===== src/rtl/sample_seq.sv =====
module sample_seq #(
  parameter int NCH = 6,
  parameter int VW  = 5,
  parameter int MVW = 6,
  localparam int CW = $clog2(NCH)
) (
  input  logic               clk,
  input  logic               rst_n,
  input  logic               reg_we,
  input  logic [7:0]         reg_addr,
  input  logic [7:0]         reg_wdata,
  output logic               mem_req,
  output logic [CW-1:0]      mem_ch,
  output logic [23:0]        mem_addr,
  input  logic               mem_ack,
  output logic [NCH-1:0]     playing,
  output logic [NCH-1:0]     end_flags,
  output logic [MVW-1:0]     master_vol,
  output logic [NCH*VW-1:0]  ch_vol,
  output logic [NCH-1:0]     ch_left,
  output logic [NCH-1:0]     ch_right
);

  logic [15:0]    first_q [NCH];
  logic [15:0]    last_q  [NCH];
  logic [23:0]    ptr_q   [NCH];
  logic [VW-1:0]  vol_q   [NCH];
  logic [NCH-1:0] run_q, flag_q, mask_q, left_q, right_q;
  logic [MVW-1:0] mvol_q;
  logic [CW-1:0]  rr_q, gnt;
  logic [NCH-1:0] take, done, set_flag;
  int             rr_idx;

  wire xfer    = mem_req && mem_ack;
  wire wr_key  = reg_we && reg_addr == 8'h00;
  wire wr_mvol = reg_we && reg_addr == 8'h01;
  wire wr_mask = reg_we && reg_addr == 8'h02;

  always_comb begin
    gnt    = '0;
    rr_idx = 0;
    for (int k = NCH - 1; k >= 0; k--) begin
      rr_idx = (int'(rr_q) + k) % NCH;
      if (run_q[rr_idx]) gnt = CW'(rr_idx);
    end
  end

  always_comb begin
    for (int i = 0; i < NCH; i++) begin
      take[i]     = xfer && gnt == CW'(i);
      done[i]     = ptr_q[i] == {last_q[i], 8'hFF};
      set_flag[i] = take[i] && done[i] && !(wr_key && reg_wdata[i]) && !mask_q[i];
    end
  end

  assign mem_req    = |run_q;
  assign mem_ch     = gnt;
  assign mem_addr   = ptr_q[gnt];
  assign playing    = run_q;
  assign end_flags  = flag_q;
  assign master_vol = mvol_q;
  assign ch_left    = left_q;
  assign ch_right   = right_q;

  always_comb
    for (int i = 0; i < NCH; i++) ch_vol[i*VW +: VW] = vol_q[i];

  always_ff @(posedge clk) begin
    if (!rst_n) begin
      run_q   <= '0;
      flag_q  <= '0;
      mask_q  <= '0;
      left_q  <= '0;
      right_q <= '0;
      mvol_q  <= '0;
      rr_q    <= '0;
      for (int i = 0; i < NCH; i++) begin
        first_q[i] <= '0;
        last_q[i]  <= '0;
        ptr_q[i]   <= '0;
        vol_q[i]   <= '0;
      end
    end else begin
      if (wr_mvol) mvol_q <= reg_wdata[MVW-1:0];
      if (wr_mask) mask_q <= reg_wdata[NCH-1:0];
      flag_q <= (flag_q & ~(wr_mask ? reg_wdata[NCH-1:0] : '0)) | set_flag;
      if (xfer) rr_q <= (gnt == CW'(NCH - 1)) ? '0 : gnt + 1'b1;
      for (int i = 0; i < NCH; i++) begin
        if (reg_we && reg_addr == 8'h08 + 8'(i)) begin
          left_q[i]  <= reg_wdata[7];
          right_q[i] <= reg_wdata[6];
          vol_q[i]   <= reg_wdata[VW-1:0];
        end
        if (reg_we && reg_addr == 8'h10 + 8'(i)) first_q[i][7:0]  <= reg_wdata;
        if (reg_we && reg_addr == 8'h18 + 8'(i)) first_q[i][15:8] <= reg_wdata;
        if (reg_we && reg_addr == 8'h20 + 8'(i)) last_q[i][7:0]   <= reg_wdata;
        if (reg_we && reg_addr == 8'h28 + 8'(i)) last_q[i][15:8]  <= reg_wdata;
        if (wr_key && reg_wdata[i]) begin
          run_q[i] <= !reg_wdata[7];
          if (!reg_wdata[7]) ptr_q[i] <= {first_q[i], 8'h00};
        end else if (take[i]) begin
          if (done[i]) run_q[i] <= 1'b0;
          else         ptr_q[i] <= ptr_q[i] + 24'd1;
        end
      end
    end
  end

endmodule



===== config.mk =====
export PLATFORM = sky130hd
export DESIGN_NAME = sample_seq
export DESIGN_NICKNAME = d
export VERILOG_FILES = /design/src/rtl/sample_seq.sv
export SDC_FILE = /design/constraint.sdc
export NUM_CORES = 1
export LEC_CHECK = 0
export BUFFER_PORTS_ARGS = -buffer_cell sky130_fd_sc_hd__buf_2
export CELL_PAD_IN_SITES_DETAIL_PLACEMENT = 0
export CELL_PAD_IN_SITES_GLOBAL_PLACEMENT = 1
export CORE_MARGIN = 4
export CORE_UTILIZATION = 40
export CTS_BUF_LIST = sky130_fd_sc_hd__clkbuf_4 sky130_fd_sc_hd__clkbuf_8 sky130_fd_sc_hd__clkbuf_16
export DETAILED_ROUTE_END_ITERATION = 12
export PLACE_DENSITY_LB_ADDON = 0.05
export SYNTH_ARGS = -nofsm -noshare
export SYNTH_HDL_FRONTEND = slang
export SYNTH_SLANG_ARGS = --single-unit

===== constraint.sdc =====
create_clock -name clk -period 8.8 [get_ports clk]
set_input_delay 0.88 -clock clk [delete_from_list [all_inputs] [get_ports clk]]
set_output_delay 0.88 -clock clk [all_outputs]
set_load 0.02 [all_outputs]

======== Yosys cells after proc, flatten, opt, wreduce, memory -nomap -nowiden ========
Memories as Yosys holds them, arrays and structs flattened.
Index checks and enable logic that the tools add are counted.
storage, ports and cells
  memories ................................ 4
  bits in registers ....................... 39
  input bits .............................. 20
  bits in writable memories ............... 366
  output and inout port bits .............. 88
memory list
  name     depth  width  read ports  clocked after memory_dff  write ports  RTL line  source
  ptr_q    6      24     7           0                         6            26        logic [23:0] ptr_q [NCH];
  first_q  6      16     6           0                         6            24        logic [15:0] first_q [NCH];
  last_q   6      16     6           0                         6            25        logic [15:0] last_q [NCH];
  vol_q    6      5      6           0                         6            27        logic [VW-1:0] vol_q [NCH];
cells by class
  reductions and logical operators ........ 98
  order comparisons ....................... 6
  bitwise logic cells ..................... 45
  divide/modulo/power cells ............... 6
  muxes and demuxes ....................... 226
  equality and inequality tests ........... 43
  add/subtract/negate cells ............... 12
operators by type and width
  operator                                                               count
  24-bit 2-to-1 mux                                                      12
  32-bit by 5-bit < comparator with 1-bit output, second input constant  6
  8-bit 2-to-1 mux                                                       24
  1-bit 2-to-1 mux                                                       170
  32-bit by 4-bit modulo with 32-bit output, second input constant       5
  24-bit by 1-bit adder with 24-bit output, second input constant        6
  24-bit == test                                                         6
  8-bit by 5-bit == test with 1-bit output, second input constant        12
  8-bit by 6-bit == test with 1-bit output, second input constant        12
  1-bit logical AND                                                      64
  8-bit by 4-bit == test with 1-bit output, second input constant        6
  1-bit bitwise OR                                                       42
  4-bit by 4-bit modulo with 32-bit output, second input constant        1
  5-bit 2-to-1 mux                                                       6
  2-bit nonzero test                                                     12
  3-bit 2-to-1 mux                                                       7
  1-bit binary-select mux with 3-bit select                              6
  1-bit zero test                                                        13
  2-bit AND reduction                                                    6
  3-bit by 2-bit adder with 4-bit output, second input constant          2
  3-bit by 3-bit adder with 4-bit output, second input constant          2
  8-bit by 1-bit == test with 1-bit output, second input constant        1
  8-bit by 2-bit == test with 1-bit output, second input constant        1
  8-bit zero test                                                        1
  other kinds (11)                                                       13

======== Depth between registers and ports, before layout ========
  depth after elaboration ................. 18
  gate-level depth with buffers ........... 25

======== Worst setup path before layout ========
Ideal clock, no wire load.
  path type ............................... reg2reg
  start point ............................. register rr_q[0]
  end point ............................... memory ptr_q[3][0], enable pin
  data required time ...................... 8.312 ns
  stages on the path, launching flop included .. 25
  slack ................................... 3.110 ns
  period minus slack after synthesis ...... 5.690 ns
  arrival ................................. 5.203 ns
  setup time .............................. 0.488 ns
  buffers on the path ..................... 8
  cells stage by stage .................... dfxtp_1 -> buf_4 -> buf_6 -> clkbuf_1 -> inv_1 -> clkbuf_1 -> ha_1 -> xor2_2 -> inv_2 -> ha_1 -> nor2b_1 -> and2_1 -> or3_1 -> a311oi_2 -> o21a_1 -> buf_4 -> a211oi_4 -> nor2_4 -> buf_2 -> buf_2 -> nor2_1 -> ha_1 -> nand4_1 -> clkbuf_1 -> nand3b_1
RTL lines
  what                      RTL line  source
  start: declaration        30        logic [CW-1:0] rr_q, gnt;
  start signal: assignment  87        if (xfer) rr_q <= (gnt == CW'(NCH - 1)) ? '0 : gnt + 1'b1;
  end: declaration          26

======== Final worst setup path ========
  start point ............................. register rr_q[0]
  end point ............................... output mem_addr[23]
on the way
  word-level cells in the longest chain between the ends .. 12
  elaborated cells between the ends (all ways) .. 36
RTL lines
  what                                                 RTL line  source
  3-bit by 3-bit adder with 4-bit output               43        rr_idx = (int'(rr_q) + k) % NCH;
  32-bit by 4-bit modulo with 32-bit output            43
  1-bit binary-select mux with 3-bit select            44        if (run_q[rr_idx]) gnt = CW'(rr_idx);
  1-bit 2-to-1 mux (implied by the code) (2 in a row)  44
  3-bit 2-to-1 mux (5 in a row)                        44
  3-bit 2-to-1 mux (*)                                 44
  memory 6 x 24 bit (*)                                --
  end: declaration                                     14        output logic [23:0] mem_addr,
Every way passes the cells marked *; elsewhere a longest branch is shown, timed or not. The select of a mux whose other input is x is not followed.

==> run summary <==
Mapped cell area - 21800 µm²
Layout cells sized above 1 - 11.5%
Critical R2R Capture - ptr_q[4][21]
Mapped Avg Cell Area - 10.6 µm²
Root buffer cell - clkbuf_16
Post-synth ARST share - 0%
DR WL/cell - 26.0 µm
Netlist cell types - 68
Post-synthesis register bit count - 405
WL final - 74.1 mm
Adder-cell share of the synthesized area - 0.978%
Vias in the first global route - 15800
Design area - 24400 µm²
Residual DRC - 0
Clk pwr share - 43.6%
Startpoint types - flip-flop
Placed Cells - 2759
Placement Cell Area - 22900 µm²
Worst Path Max Fanout - 36
Initial antenna violation count - 4
Static Leak - 0.00865 µW
Vias/cell - 5.67
Clock slew at reported path FFs - 0.06 ns
Flop-to-flop setup slack - 1.92 ns
P&R area growth vs syn - 12.0%
Critical Path End Type - output port
Worst Path Buf+Inv - 5
Top Usage Layer GRT - met2
Switching Share - 23.2%
MaxCap Viol Count - 0
End of the worst hold path - end_flags[2]
Final Max Tran Viols - 0
Cell Pwr Density - 178 nW/µm²
Syn Inst Count - 2044
Max VDD drop - 0.144 mV
Switching pwr - 1010 µW
Post-Synth XOR/XNOR Area - 9.41%
Final TNS setup - 0 ns
Synth Flop Type - edfxtp_1
Max H-tree Level - 2
RSZ-0062 raised after global routing - no
Hold buffers post-CTS - 0
Drt first pass iters - 8
Hold path start - mask_q[2]
Final core utilization - 45.3%
Worst skew pair latency - 0.58 ns
# IOs - 108
Part of the power in combinational logic - 4.9%
Clk sinks - 405
RR Startpoint - rr_q[0]
Clock Path Buffers - 3
Fraction of synthesized area in multiplexers - 2.24%
Starting Density - 40.4%
Post-synth EDFFs - 366
Gr usage total - 25.3%
Period utilization - 86.8%
Total CTS buffers - 47
Internal power - 3330 µW
CP arrival - 6.76 ns
Crit-path cells - inv_1, ha_1, xor2_1, a222oi_1, mux2i_1, a311oi_2, a21bo_2, and2_1, buf_4, nor2_4, inv_2, buf_4, a211oi_1, a211oi_1, buf_2
Mapped Nets - 2081
Cts repair resizes - 0
Final Hold Vio Count - 0
Largest family of logic cells by synthesized area - simple AND/OR/NAND/NOR gates
Final #Nets - 2150
FMAX - 131 MHz
CP peak stage delay - 0.92 ns
M3 GR Usage - 3.24%
# Post-CTS Setup Buffers - 0
Chip width - 241 µm
Simple-gate share of the synthesized area - 21.5%
Largest net degree at the start of global routing - 37
First DRT Iteration DRCs - 1219
Worst Max-Slew Pin Slew - 1.20 ns
Clk_skew - 0.0218 ns
Seq/Total Area, Yosys - 54.1%
Gr ovfl total - 0
Core area - 53800 µm²
Finished Layout Cells - 2846
Register share of total power - 51.5%
CP required - 7.92 ns
GP Congestion - 0.947
Worst relative slew slack - 19.2%
Worst hold path stage count - 1
Crit-path leading delay family - compound AO/OA/AOI/OAI gates
Final setup violation count - 0
Post-DP HPWL - 52.2 mm
Met2 Use GR - 40.7%
Die Height - 241 µm
Status - finished clean
Filler cell count - 5127
TritonCTS clock tree - built
First-pass GRT wire length - 109 mm
Antenna-violating nets left - 0
Compound-Gate Fraction of Synth Area - 8.86%
Number of port buffers - 107
Slowest CP cell - ha_1
Hold WS - 0.445 ns
Rows - 85
Synth Warn # - 0
R2R cell count - 15
Die ar. - 58200 µm²
Post-layout min period - 7.64 ns
Hold crit path type - reg -> reg
CP Class - reg -> out
Vias - 16100
M1 GR Usage - 35.2%
[sequential cells by signal, summed over array words and instances (netlist names), 6 cells and up]
signal	count
vol_q	30
end_flags	6
master_vol	6
ch_right	6
first_q	96
ch_left	6
ptr_q	144
mask_q	6
playing	6
last_q	96
[worst max path at each step]
stage | start | depth (start not counted) | endpoint | slack, ns
after detailed placement | rr_q[0] | 15 | mem_addr[23] | 1.91
after CTS | rr_q[0] | 15 | mem_addr[23] | 1.27
after global placement | rr_q[0] | 15 | mem_addr[23] | 2.04
after floorplan | rr_q[0] | 24 | ptr_q[3][0] | 3.11
after global routing | rr_q[0] | 15 | mem_addr[23] | 0.71
final | rr_q[0] | 15 | mem_addr[23] | 1.16
[stage by stage]
step / power [µW] / setup slack [ns]
floorplan: 2370 / 3.11
global placement: 2490 / 2.04
detailed placement: 2490 / 1.91
CTS: 4380 / 1.27
global route: 4470 / 0.707
finish: 4340 / 1.16
[metal layers]
layer  part of all wire (%)  up-vias
met5                      0        -
met4                    4.1        0
met3                    4.7      125
met1                     45     8081
met2                     46      495
li1                       -     7436
[cell usage in the layout, fill, tap and decap left out, drive strengths merged, types with 3 or more instances in the layout]
| master | netlist | layout |
|---|---|---|
| nor2b | 10 | 10 |
| dfxtp | 39 | 39 |
| nor2 | 156 | 156 |
| or2 | 4 | 4 |
| nor4 | 20 | 20 |
| and3 | 37 | 37 |
| and2 | 240 | 240 |
| a22oi | 3 | 3 |
| nand4b | 3 | 3 |
| clkinv | 1 | 17 |
| or3 | 20 | 20 |
| nand4 | 36 | 36 |
| ha | 17 | 17 |
| nor3b | 37 | 37 |
| o21ai | 142 | 142 |
| buf | 23 | 139 |
| a22o | 13 | 13 |
| xor2 | 140 | 140 |
| nor3 | 25 | 25 |
| inv | 32 | 33 |
| o31ai | 3 | 3 |
| clkbuf | 96 | 65 |
| nand3b | 25 | 25 |
| o211ai | 5 | 5 |
| xnor2 | 92 | 92 |
| mux2i | 36 | 36 |
| a31oi | 20 | 20 |
| nand2 | 195 | 195 |
| nand3 | 76 | 76 |
| mux2 | 9 | 9 |
| and4 | 4 | 4 |
| a211oi | 77 | 77 |
| a21oi | 16 | 16 |
| edfxtp | 366 | 366 |
[area by class of cell]
type                            count  area, µm²  area share [%]
Timing Repair Buffer              139        773            3.17
Tap cell                          696        871            3.57
Sequential cell                   405      11800            48.3
Clock buffer                       65       1320            5.41
Clock inverter                     19        146           0.601
Inverter                           33        124           0.508
Antenna cell                        2       5.00          0.0205
Multi-Input combinational cell   1487       9370            38.4
[synthesized netlist by cell type, drive strengths merged, types with 23 or more instances]
master / number / area, µm²
a211oi: 77 / 591
nand3: 76 / 380
nor3: 25 / 125
o21ai: 142 / 711
xor2: 140 / 1230
clkbuf: 96 / 360
inv: 32 / 120
nand2: 195 / 732
dfxtp: 39 / 781
edfxtp: 366 / 11000
buf: 23 / 143
xnor2: 92 / 813
nor2: 156 / 593
and2: 240 / 1500
and3: 37 / 231
nor3b: 37 / 283
nand4: 36 / 225
mux2i: 36 / 360
nand3b: 25 / 188
[power groups by stage]
| stage | clock (µW) | sequential (µW) | combinational [µW] |
|---|---|---|---|
| floorplan | 0 | 2250 | 116 |
| global placement | 0 | 2270 | 213 |
| detailed placement | 0 | 2270 | 214 |
| CTS | 1930 | 2230 | 215 |
| global route | 2000 | 2240 | 229 |
| finish | 1890 | 2230 | 213 |
[cell families after synthesis]
family,count (synthesis)
flip-flops,405
AO/OA/AOI/OAI,301
multiplexers,46
XOR/XNOR,232
buffers and inverters,152
AND/OR/NAND/NOR,891
adder cells (fa/ha/maj),17
[worst reg2reg max path: stages, from the launching register on]
cell and delay (ns):
dfxtp_2 0.72, inv_1 0.43, ha_1 0.92, xor2_1 0.22, a222oi_1 0.44, mux2i_1 0.19
a311oi_2 0.40, o21a_1 0.63, a211oi_4 0.13, buf_4 0.28, nor2_4 0.14, inv_2 0.18
buf_4 0.34, or4_1 0.98, nand3b_1 0.23, buf_4 0.34
(Power assumes the default switching activity.)
